### src/rtl/smbclk_pkg.sv
package smbclk_pkg;
  localparam logic       ADDR_CTRL    = 1'b0;
  localparam logic       ADDR_STAT    = 1'b1;
  localparam int         CTRL_SRST    = 7;
  localparam int         CTRL_DIV     = 2;
  localparam int         CTRL_EN      = 1;
  localparam logic [7:0] CTRL_WMASK   = 8'h86;
  localparam int         STAT_TE      = 0;
  localparam int         STAT_IDLE    = 1;
endpackage

### src/rtl/smbclk_sync.sv
module smbclk_sync #(
  parameter int W = 2
) (
  input  logic         clk,
  input  logic         rst_n,
  input  logic [W-1:0] din,
  output logic [W-1:0] dout
);
  for (genvar g = 0; g < W; g++) begin : g_bit
    logic s1_q, s2_q;
    always_ff @(posedge clk or negedge rst_n) begin
      if (!rst_n) begin
        s1_q <= 1'b1;
        s2_q <= 1'b1;
      end else begin
        s1_q <= din[g];
        s2_q <= s1_q;
      end
    end
    assign dout[g] = s2_q;
  end
endmodule

### src/rtl/smbclk_regs.sv
module smbclk_regs
  import smbclk_pkg::*;
(
  input  logic       clk,
  input  logic       rst_n,
  input  logic       we,
  input  logic       addr,
  input  logic [7:0] wdata,
  input  logic       te_hit,
  input  logic       idle,
  output logic [7:0] ctrl,
  output logic       te,
  output logic [7:0] rdata
);
  logic [7:0] ctrl_q, ctrl_d;
  logic       te_q, te_d;

  always_comb begin
    ctrl_d = ctrl_q;
    if (we && addr == ADDR_CTRL) ctrl_d = wdata & CTRL_WMASK;
  end

  always_comb begin
    te_d = te_q;
    if (ctrl_q[CTRL_SRST])                          te_d = 1'b0;
    else if (te_hit)                                te_d = 1'b1;
    else if (we && addr == ADDR_STAT && wdata[STAT_TE]) te_d = 1'b0;
  end

  always_ff @(posedge clk or negedge rst_n) begin
    if (!rst_n) begin
      ctrl_q <= 8'h00;
      te_q   <= 1'b0;
    end else begin
      ctrl_q <= ctrl_d;
      te_q   <= te_d;
    end
  end

  always_comb begin
    rdata = 8'h00;
    if (addr == ADDR_CTRL) begin
      rdata = ctrl_q;
    end else begin
      rdata[STAT_TE]   = te_q;
      rdata[STAT_IDLE] = idle;
    end
  end

  assign ctrl = ctrl_q;
  assign te   = te_q;
endmodule

### src/rtl/smbclk_gen.sv
module smbclk_gen #(
  parameter int HALF_CYC = 500
) (
  input  logic clk,
  input  logic rst_n,
  input  logic clr,
  input  logic en,
  input  logic div2,
  output logic scl_drive
);
  localparam int CW = (HALF_CYC > 1) ? $clog2(HALF_CYC) : 1;
  localparam logic [CW-1:0] LAST = CW'(HALF_CYC - 1);

  logic [CW-1:0] cnt_q, cnt_d;
  logic          pre_q, pre_d;
  logic          ph_q, ph_d;
  logic          run, tick;

  assign run  = en && !clr;
  assign tick = div2 ? pre_q : 1'b1;

  always_comb begin
    cnt_d = cnt_q;
    pre_d = pre_q;
    ph_d  = ph_q;
    if (!run) begin
      cnt_d = '0;
      pre_d = 1'b0;
      ph_d  = 1'b0;
    end else begin
      pre_d = div2 ? ~pre_q : 1'b0;
      if (tick) begin
        if (cnt_q == LAST) begin
          cnt_d = '0;
          ph_d  = ~ph_q;
        end else begin
          cnt_d = cnt_q + 1'b1;
        end
      end
    end
  end

  always_ff @(posedge clk or negedge rst_n) begin
    if (!rst_n) begin
      cnt_q <= '0;
      pre_q <= 1'b0;
      ph_q  <= 1'b0;
    end else begin
      cnt_q <= cnt_d;
      pre_q <= pre_d;
      ph_q  <= ph_d;
    end
  end

  assign scl_drive = ph_q;
endmodule

### src/rtl/smbclk_mon.sv
module smbclk_mon #(
  parameter int TIMEOUT_CYC = 3500000,
  parameter int IDLE_CYC    = 5000
) (
  input  logic clk,
  input  logic rst_n,
  input  logic clr,
  input  logic scl_s,
  input  logic sda_s,
  output logic te_hit,
  output logic bus_idle
);
  localparam int TW = $clog2(TIMEOUT_CYC + 1);
  localparam int IW = $clog2(IDLE_CYC + 1);
  localparam logic [TW-1:0] TO_MAX  = TW'(TIMEOUT_CYC);
  localparam logic [TW-1:0] TO_EDGE = TW'(TIMEOUT_CYC - 1);
  localparam logic [IW-1:0] ID_MAX  = IW'(IDLE_CYC);

  logic [TW-1:0] low_q, low_d;
  logic [IW-1:0] hi_q, hi_d;

  always_comb begin
    low_d = low_q;
    if (clr || scl_s)      low_d = '0;
    else if (low_q != TO_MAX) low_d = low_q + 1'b1;
  end

  always_comb begin
    hi_d = hi_q;
    if (clr || !(scl_s && sda_s)) hi_d = '0;
    else if (hi_q != ID_MAX)      hi_d = hi_q + 1'b1;
  end

  always_ff @(posedge clk or negedge rst_n) begin
    if (!rst_n) begin
      low_q <= '0;
      hi_q  <= '0;
    end else begin
      low_q <= low_d;
      hi_q  <= hi_d;
    end
  end

  assign te_hit   = !clr && !scl_s && (low_q == TO_EDGE);
  assign bus_idle = (hi_q == ID_MAX);
endmodule

### src/rtl/smb_clk_ctrl.sv
module smb_clk_ctrl
  import smbclk_pkg::*;
#(
  parameter int SYS_CLK_HZ  = 100000000,
  parameter int SCL_FAST_HZ = 100000,
  parameter int TIMEOUT_US  = 35000,
  parameter int IDLE_US     = 50
) (
  input  logic       clk,
  input  logic       rst_n,
  input  logic       reg_we,
  input  logic       reg_addr,
  input  logic [7:0] reg_wdata,
  output logic [7:0] reg_rdata,
  input  logic       scl_in,
  input  logic       sda_in,
  output logic       scl_oe,
  output logic       bus_idle
);
  localparam int HALF_CYC    = SYS_CLK_HZ / (2 * SCL_FAST_HZ);
  localparam int CYC_PER_US  = SYS_CLK_HZ / 1000000;
  localparam int TIMEOUT_CYC = CYC_PER_US * TIMEOUT_US;
  localparam int IDLE_CYC    = CYC_PER_US * IDLE_US;

  logic       rs1_q, rs2_q, rst_ni;
  logic [7:0] ctrl;
  logic       srst, clk_en, div2;
  logic       te, te_hit, idle;
  logic [1:0] bus_s;
  logic       scl_s, sda_s;

  always_ff @(posedge clk or negedge rst_n) begin
    if (!rst_n) begin
      rs1_q <= 1'b0;
      rs2_q <= 1'b0;
    end else begin
      rs1_q <= 1'b1;
      rs2_q <= rs1_q;
    end
  end
  assign rst_ni = rs2_q;

  assign srst   = ctrl[CTRL_SRST];
  assign clk_en = ctrl[CTRL_EN];
  assign div2   = ctrl[CTRL_DIV];

  smbclk_sync #(.W(2)) u_sync (
    .clk (clk),
    .rst_n (rst_ni),
    .din ({sda_in, scl_in}),
    .dout (bus_s)
  );
  assign scl_s = bus_s[0];
  assign sda_s = bus_s[1];

  smbclk_regs u_regs (
    .clk (clk),
    .rst_n (rst_ni),
    .we (reg_we),
    .addr (reg_addr),
    .wdata (reg_wdata),
    .te_hit (te_hit),
    .idle (idle),
    .ctrl (ctrl),
    .te (te),
    .rdata (reg_rdata)
  );

  smbclk_gen #(.HALF_CYC(HALF_CYC)) u_gen (
    .clk (clk),
    .rst_n (rst_ni),
    .clr (srst),
    .en (clk_en),
    .div2 (div2),
    .scl_drive (scl_oe)
  );

  smbclk_mon #(.TIMEOUT_CYC(TIMEOUT_CYC), .IDLE_CYC(IDLE_CYC)) u_mon (
    .clk (clk),
    .rst_n (rst_ni),
    .clr (srst),
    .scl_s (scl_s),
    .sda_s (sda_s),
    .te_hit (te_hit),
    .bus_idle (idle)
  );

  assign bus_idle = idle;
endmodule

### config.mk
export PLATFORM = sky130hd
export DESIGN_NAME = smb_clk_ctrl
export DESIGN_NICKNAME = d
export VERILOG_FILES = /design/src/rtl/smbclk_pkg.sv /design/src/rtl/smbclk_sync.sv /design/src/rtl/smbclk_regs.sv /design/src/rtl/smbclk_gen.sv /design/src/rtl/smbclk_mon.sv /design/src/rtl/smb_clk_ctrl.sv
export SDC_FILE = /design/constraint.sdc
export NUM_CORES = 1
export LEC_CHECK = 0
export CAP_MARGIN = 10
export CORE_ASPECT_RATIO = 0.75
export CORE_MARGIN = 4
export CORE_UTILIZATION = 35
export CTS_CLUSTER_DIAMETER = 30
export DETAILED_ROUTE_END_ITERATION = 6
export GPL_ROUTABILITY_DRIVEN = 0
export GPL_TIMING_DRIVEN = 1
export SLEW_MARGIN = 20
export SYNTH_ARGS = -nofsm -noshare
export SYNTH_HDL_FRONTEND = slang
export SYNTH_SLANG_ARGS = --single-unit
### constraint.sdc
create_clock -name clk -period 3.2 [get_ports clk]
set_clock_uncertainty 0.2 [all_clocks]
set_input_delay 0.64 -clock clk [delete_from_list [all_inputs] [get_ports clk]]
set_output_delay 0.64 -clock clk [all_outputs]
set_load 0.1 [all_outputs]
# Word-level counts from Yosys, hierarchy flattened

Cells that the tools add are included.

Latch bits: 0
Bits in read-only memories: 0
Register bits: 56
Memories kept: 0
Output and inout bits: 10
Word-level logic and storage cells: 60
Bits in writable memories: 0

Order comparisons: 0
Divide/modulo/power cells: 0
Shift operators: 0
Add/subtract/negate cells: 3
Multipliers: 0
Reductions and logical operators: 16
Equal/unequal tests: 7
Multiplexer cells: 18
Bitwise gates (word level): 3

Operators by type and width:

| operator                                      | number |
|---|---|
| 2-to-1 mux 22 bit                             | 2 |
| 2-to-1 mux 9 bit                              | 3 |
| 2-to-1 mux 13 bit                             | 2 |
| adder 22 x 1 -> 22 bit, second input constant | 1 |
| equality test 22 bit, second input constant   | 1 |
| inequality test 22 bit, second input constant | 1 |
| adder 13 x 1 -> 13 bit, second input constant | 1 |
| equality test 13 bit, second input constant   | 1 |
| inequality test 13 bit, second input constant | 1 |
| adder 9 x 1 -> 9 bit, second input constant   | 1 |
| equality test 9 bit, second input constant    | 1 |
| 2-to-1 mux 1 bit                              | 9 |
| logical AND 1 bit                             | 7 |
| 2-to-1 mux 6 bit                              | 1 |
| inequality test 2 bit, second input constant  | 2 |
| nonzero test 2 bit                            | 2 |
| zero test 1 bit                               | 3 |
| NOT 1 bit                                     | 3 |
| nonzero test 3 bit                            | 1 |
| logical OR 1 bit                              | 2 |
| 2-to-1 mux 2 bit                              | 1 |
| AND reduction 2 bit                           | 1 |

# Logic depth before layout (Yosys ltp)

Word-level depth: 5
Mapped depth: 7
Mapped depth without buffers: 7

# Cells and area by module

From an unflattened synthesis, not the netlist that was laid out.

Cells, all modules: 294
Area, all modules: 2,934.1 µm²

Modules (own cells, without submodules):

| module       | times used | cells each | sequential area each (µm²) | area each (µm²) |
|---|---|---|---|---|
| smbclk_mon   | 1          | 203        | 875.8                      | 1,918.1 |
| smbclk_gen   | 1          | 57         | 275.3                      | 571.8 |
| smbclk_regs  | 1          | 25         | 100.1                      | 270.3 |
| smbclk_sync  | 1          | 6          | 105.1                      | 120.1 |
| smb_clk_ctrl | 1          | 3          | 50.0                       | 53.8 |

# Least setup slack after synthesis

No wires, ideal clock.

Kind: register to output
Start point: register u_mon.hi_q[10]
End point: output port reg_rdata[1]
Arrival time: 2.167 ns
Slack: 0.193 ns
Data required time: 2.360 ns
Cell stages (with the launch flop): 5
Cell sequence: dfrtp_1 -> nor4b_1 -> nand4_1 -> inv_1 -> mux2_2

Longest elaborated chain between the ends: 2

Ends and longest elaborated chain:

| item                   | line               | RTL |
|---|---|---|
| from (decl)            | smbclk_mon.sv:20   | `logic [IW-1:0] hi_q, hi_d;` |
| from (signal assigned) | smbclk_mon.sv:40   | `hi_q <= hi_d;` |
| equality test 13 bit   | smbclk_mon.sv:45   | `assign bus_idle = (hi_q == ID_MAX);` |
| via bus_idle           | smb_clk_ctrl.sv:18 | `output logic bus_idle` |
| 2-to-1 mux 2 bit       | smbclk_regs.sv:42  | `if (addr == ADDR_CTRL) begin` |
| to (decl)              | smb_clk_ctrl.sv:14 | `output logic [7:0] reg_rdata,` |

The timed path passes the listed nets, and every way through them passes these cells.

# Worst setup path after layout

Start point: register u_mon.hi_q[10]
End point: output port reg_rdata[1]

Longest elaborated chain between the ends: 2

Ends and longest elaborated chain:

| item                 | line |
|---|---|
| equality test 13 bit | smbclk_mon.sv:45 |
| 2-to-1 mux 2 bit     | smbclk_regs.sv:42 |

Every way passes these cells.

==> parameters.txt <==
Parameter                              Value

GRT
  GRT Total Usage    0.120
  Global-route wire length before repair    9.48 mm
  Maximum number of pins on one net before global-route repair    32
  Vias in the first global route    1,984
  Total overflow reported by the global router    0
  Number of antenna violations at the first check in global routing    0

Worst setup path
  Count of buffer and inverter cells on the critical path    2
  Cell Chain, Critical Path    nor4b_1 > nand4_1 > inv_1 > mux2_2 > buf_12
  Worst EP arrival    1.85 ns
  Required time at the endpoint of the critical path    2.36 ns
  Type of the worst setup path    register to primary output
  Largest fanout of any net on the critical path    4
  Endpoint kind of the worst setup timing path    primary output
  Critical path launch point type    register
  Max incr delay on CP    about 0.43 ns
  Crit path max-delay cell type    sky130_fd_sc_hd__dfrtp_1
  Kind of cell adding the most delay to the critical path    simple AND/OR/NAND/NOR gates

Yosys
  Netlist cell types    50
  Syn_area_per_cell    10.1 um2
  Dominant register cell in the synthesized netlist    sky130_fd_sc_hd__dfrtp_1
  Number of synthesized register bits    56
  Cells after Synth    282
  Sequential cell area fraction in the yosys report    0.496
  Netlist area before placement    2840 um2
  Number of enable-type register cells in the synthesized netlist    0
  Asr flop ratio synth    1.00
  Count of warnings emitted by yosys    0

Clock network
  Number of clock buffers inserted by TritonCTS    5
  Clk pin slew, worst setup/hold paths    0.10 ns
  Clock tree from TritonCTS    built
  Number of sinks on the clock net    56
  Clock latency on the worst-skew pair    between 0.3 and 0.4 ns
  Count of H-tree levels built during CTS    2
  Clock Root Buffer    sky130_fd_sc_hd__clkbuf_8
  Number of instances resized during post-cts repair    0
  Longest Clk Path Bufs    2
  Number of buffers inserted for hold repair after clock tree synthesis    0
  Setup bufs post-CTS    0

STA
  Minimum clock period after layout    between 2 and 3 ns
  Transition time at the pin with the least slew margin    between 0.6 and 0.7 ns
  Headroom to the max-slew limit    0.546
  Post-route setup TNS    0 ns
  Hold slack final    0.116 ns
  Fmax    0.371 GHz
  Setup repair after global routing missed its margin    no
  Max-slew violation total from the final report    0
  Setup violation total in the final timing report    0
  Final hold vios    0
  Final period util    0.842
  Crit path setup slack, layout    0.506 ns

Floorplan
  Effective utilization at floorplan    0.360
  Die height    approximately 86 um
  Die outline width    112 um
  Area of the core region    ~8000 um2
  Overall die area    approximately 9600 um2
  I/O pin count    24
  Floorplan row count    28

Place
  Port bufs    15
  Sum of net half-perimeters after detailed placement    3.92 mm
  Placement-stage worst setup slack    approximately 0.53 ns

Power
  Share of power burned in registers    0.574
  Clock power share    0.308
  Sw power    about 0.36 mW
  Static power due to leakage    approximately 1.3 nW
  P per Cell Area    408 nW/um2
  Overall power    between 1 and 1.5 mW
  Net Sw Frac    0.273
  Peak supply drop    about 250 uV
  Pint    between 0.9 and 1 mW
  Combinational power share    0.119

Route
  Number of nets with antenna violations after detailed routing    0
  Mean routed wirelength per cell    around 14 um
  Via count normalized by instance count    5.08
  DRC errors left    0
  Total wire length    5.61 mm
  Drt initial violations    115
  Pre-antenna DRT Iters    4
  Via total after detailed routing    roughly 2,000

Finish
  Layout Nets    318
  Synthesis-to-layout area growth    13.1%
  Fraction of layout instances using a drive strength above 1    0.103
  End-of-flow core utilization    0.407
  Fill count    787
  Area of the multi-input gates    1350 um2
  Number of diodes    0
  Total area of sequential cells    1410 um2

Status
  Status    completed

Worst hold path
  Class of the worst hold path    register to asynchronous set/reset pin

Job
  Max-cap check violation count    0
==> per-layer routing <==
metal	GRT usage	wire length [um]	up-vias
li1	-	-	1038
met1	0.179	3040	986
met4	0.0365	53	0
met3	0.0289	184	4
met2	0.172	2330	28
met5	0	0	-
==> cells in the final DEF, fill, tap and decap left out, types with 7 or more instances in the layout <==
| master | instances |
|---|---|
| sky130_fd_sc_hd__inv_1 | 9 |
| sky130_fd_sc_hd__clkdlybuf4s50_1 | 9 |
| sky130_fd_sc_hd__nand4_1 | 11 |
| sky130_fd_sc_hd__o21ai_0 | 7 |
| sky130_fd_sc_hd__xnor2_1 | 12 |
| sky130_fd_sc_hd__nand3_1 | 16 |
| sky130_fd_sc_hd__nor2_1 | 30 |
| sky130_fd_sc_hd__a21oi_1 | 13 |
| sky130_fd_sc_hd__or3_1 | 8 |
| sky130_fd_sc_hd__nor3_1 | 10 |
| sky130_fd_sc_hd__dfrtp_1 | 51 |
| sky130_fd_sc_hd__nand2_1 | 22 |
| sky130_fd_sc_hd__xor2_1 | 10 |
==> cells in the mapped netlist, drive strengths merged, types with 2 or more instances <==
| cell | number | share of area |
|---|---|---|
| dfrtp | 52 | 0.46 |
| nor2 | 30 | 0.040 |
| nand2 | 23 | 0.033 |
| nand3 | 16 | 0.028 |
| a21oi | 13 | 0.023 |
| xnor2 | 12 | 0.037 |
| nand4 | 11 | 0.024 |
| nor3 | 10 | 0.018 |
| xor2 | 10 | 0.031 |
| inv | 9 | 0.012 |
| or3 | 8 | 0.018 |
| buf | 7 | 0.018 |
| o21ai | 7 | 0.012 |
| o31ai | 6 | 0.016 |
| ha | 5 | 0.022 |
| nor2b | 5 | 0.011 |
| and3 | 4 | 0.0093 |
| and4 | 4 | 0.013 |
| dfstp | 4 | 0.037 |
| mux2 | 4 | 0.016 |
| nor4b | 4 | 0.012 |
| nand2b | 3 | 0.0066 |
| nand3b | 3 | 0.0079 |
| nor4 | 3 | 0.012 |
| o41ai | 3 | 0.0093 |
| or4 | 3 | 0.0079 |
| a31oi | 2 | 0.0044 |
| a41o | 2 | 0.0071 |
| and2 | 2 | 0.0044 |
| clkbuf | 2 | 0.0026 |
| conb | 2 | 0.0026 |
| o211ai | 2 | 0.0053 |
==> worst reg2reg max path: stages (launching register included) <==
cell and delay (ns):
sky130_fd_sc_hd__dfrtp_1 0.44, sky130_fd_sc_hd__ha_1 0.24, sky130_fd_sc_hd__nand4_1 0.34, sky130_fd_sc_hd__nor4_4 0.42
sky130_fd_sc_hd__a21oi_1 0.13, sky130_fd_sc_hd__a31o_2 0.23
==> sequential cells by signal, summed over array words and instances, names as in the netlist, 2 cells and up <==
name / count
u_gen.cnt_q: 9
u_mon.hi_q: 13
u_mon.low_q: 22
u_regs.ctrl: 3
u_sync.g_bit.s1_q: 2
u_sync.g_bit.s2_q: 2
==> through the flow <==
step	instance area, um2	std cells
CTS	3210	405
finish	3210	405
detailed placement	3110	397
global route	3210	405
floorplan	2850	285
global placement	3110	397
==> area by class of cell <==
class,count,share of cell area
clock buffers,6,0.0258
inverters,9,0.0105
well taps,105,0.0410
repair buffers,16,0.0601
clock inverters,2,0.00312
multi-input cells,211,0.421
flip-flops and latches,56,0.439
==> power by group through the flow <==
stage / registers, mW / clock network [mW] / logic (mW)
finish: 0.751 / 0.403 / 0.156
CTS: 0.752 / 0.424 / 0.157
floorplan: 0.762 / 0 / 0.109
detailed placement: 0.766 / 0 / 0.158
global placement: 0.765 / 0 / 0.156
global route: 0.757 / 0.452 / 0.170
==> cells by family after synthesis <==
family | share of synthesized area
other | 0.00265
multiplexers | 0.0194
XOR/XNOR | 0.0680
flip-flops | 0.496
adder cells (fa/ha/maj) | 0.0221
AO/OA/AOI/OAI | 0.0891
AND/OR/NAND/NOR | 0.271
buffers and inverters | 0.0322
==> path summary, 6_finish.rpt <==
check | start | to | depth (start not counted) | slack, ns
hold reg to reg | rs2_q$_DFF_PN0_ | u_mon.low_q[7]$_DFFE_PN0P_ | 0 | 0.12
setup / recovery | u_mon.hi_q[10]$_DFFE_PN0P_ | reg_rdata[1] | 5 | 0.51
hold / removal | rs2_q$_DFF_PN0_ | u_mon.low_q[7]$_DFFE_PN0P_ | 0 | 0.12
setup reg to reg | u_mon.low_q[0]$_DFFE_PN0P_ | u_mon.low_q[18]$_DFFE_PN0P_ | 5 | 1.10
max in group asynchronous | rs2_q$_DFF_PN0_ | u_sync.g_bit[1].s2_q$_DFF_PN1_ | 1 | 1.86
min in group clk | rs1_q$_DFF_PN0_ | rs2_q$_DFF_PN0_ | 0 | 0.16
No activity file was read; power rests on OpenSTA's default activity.
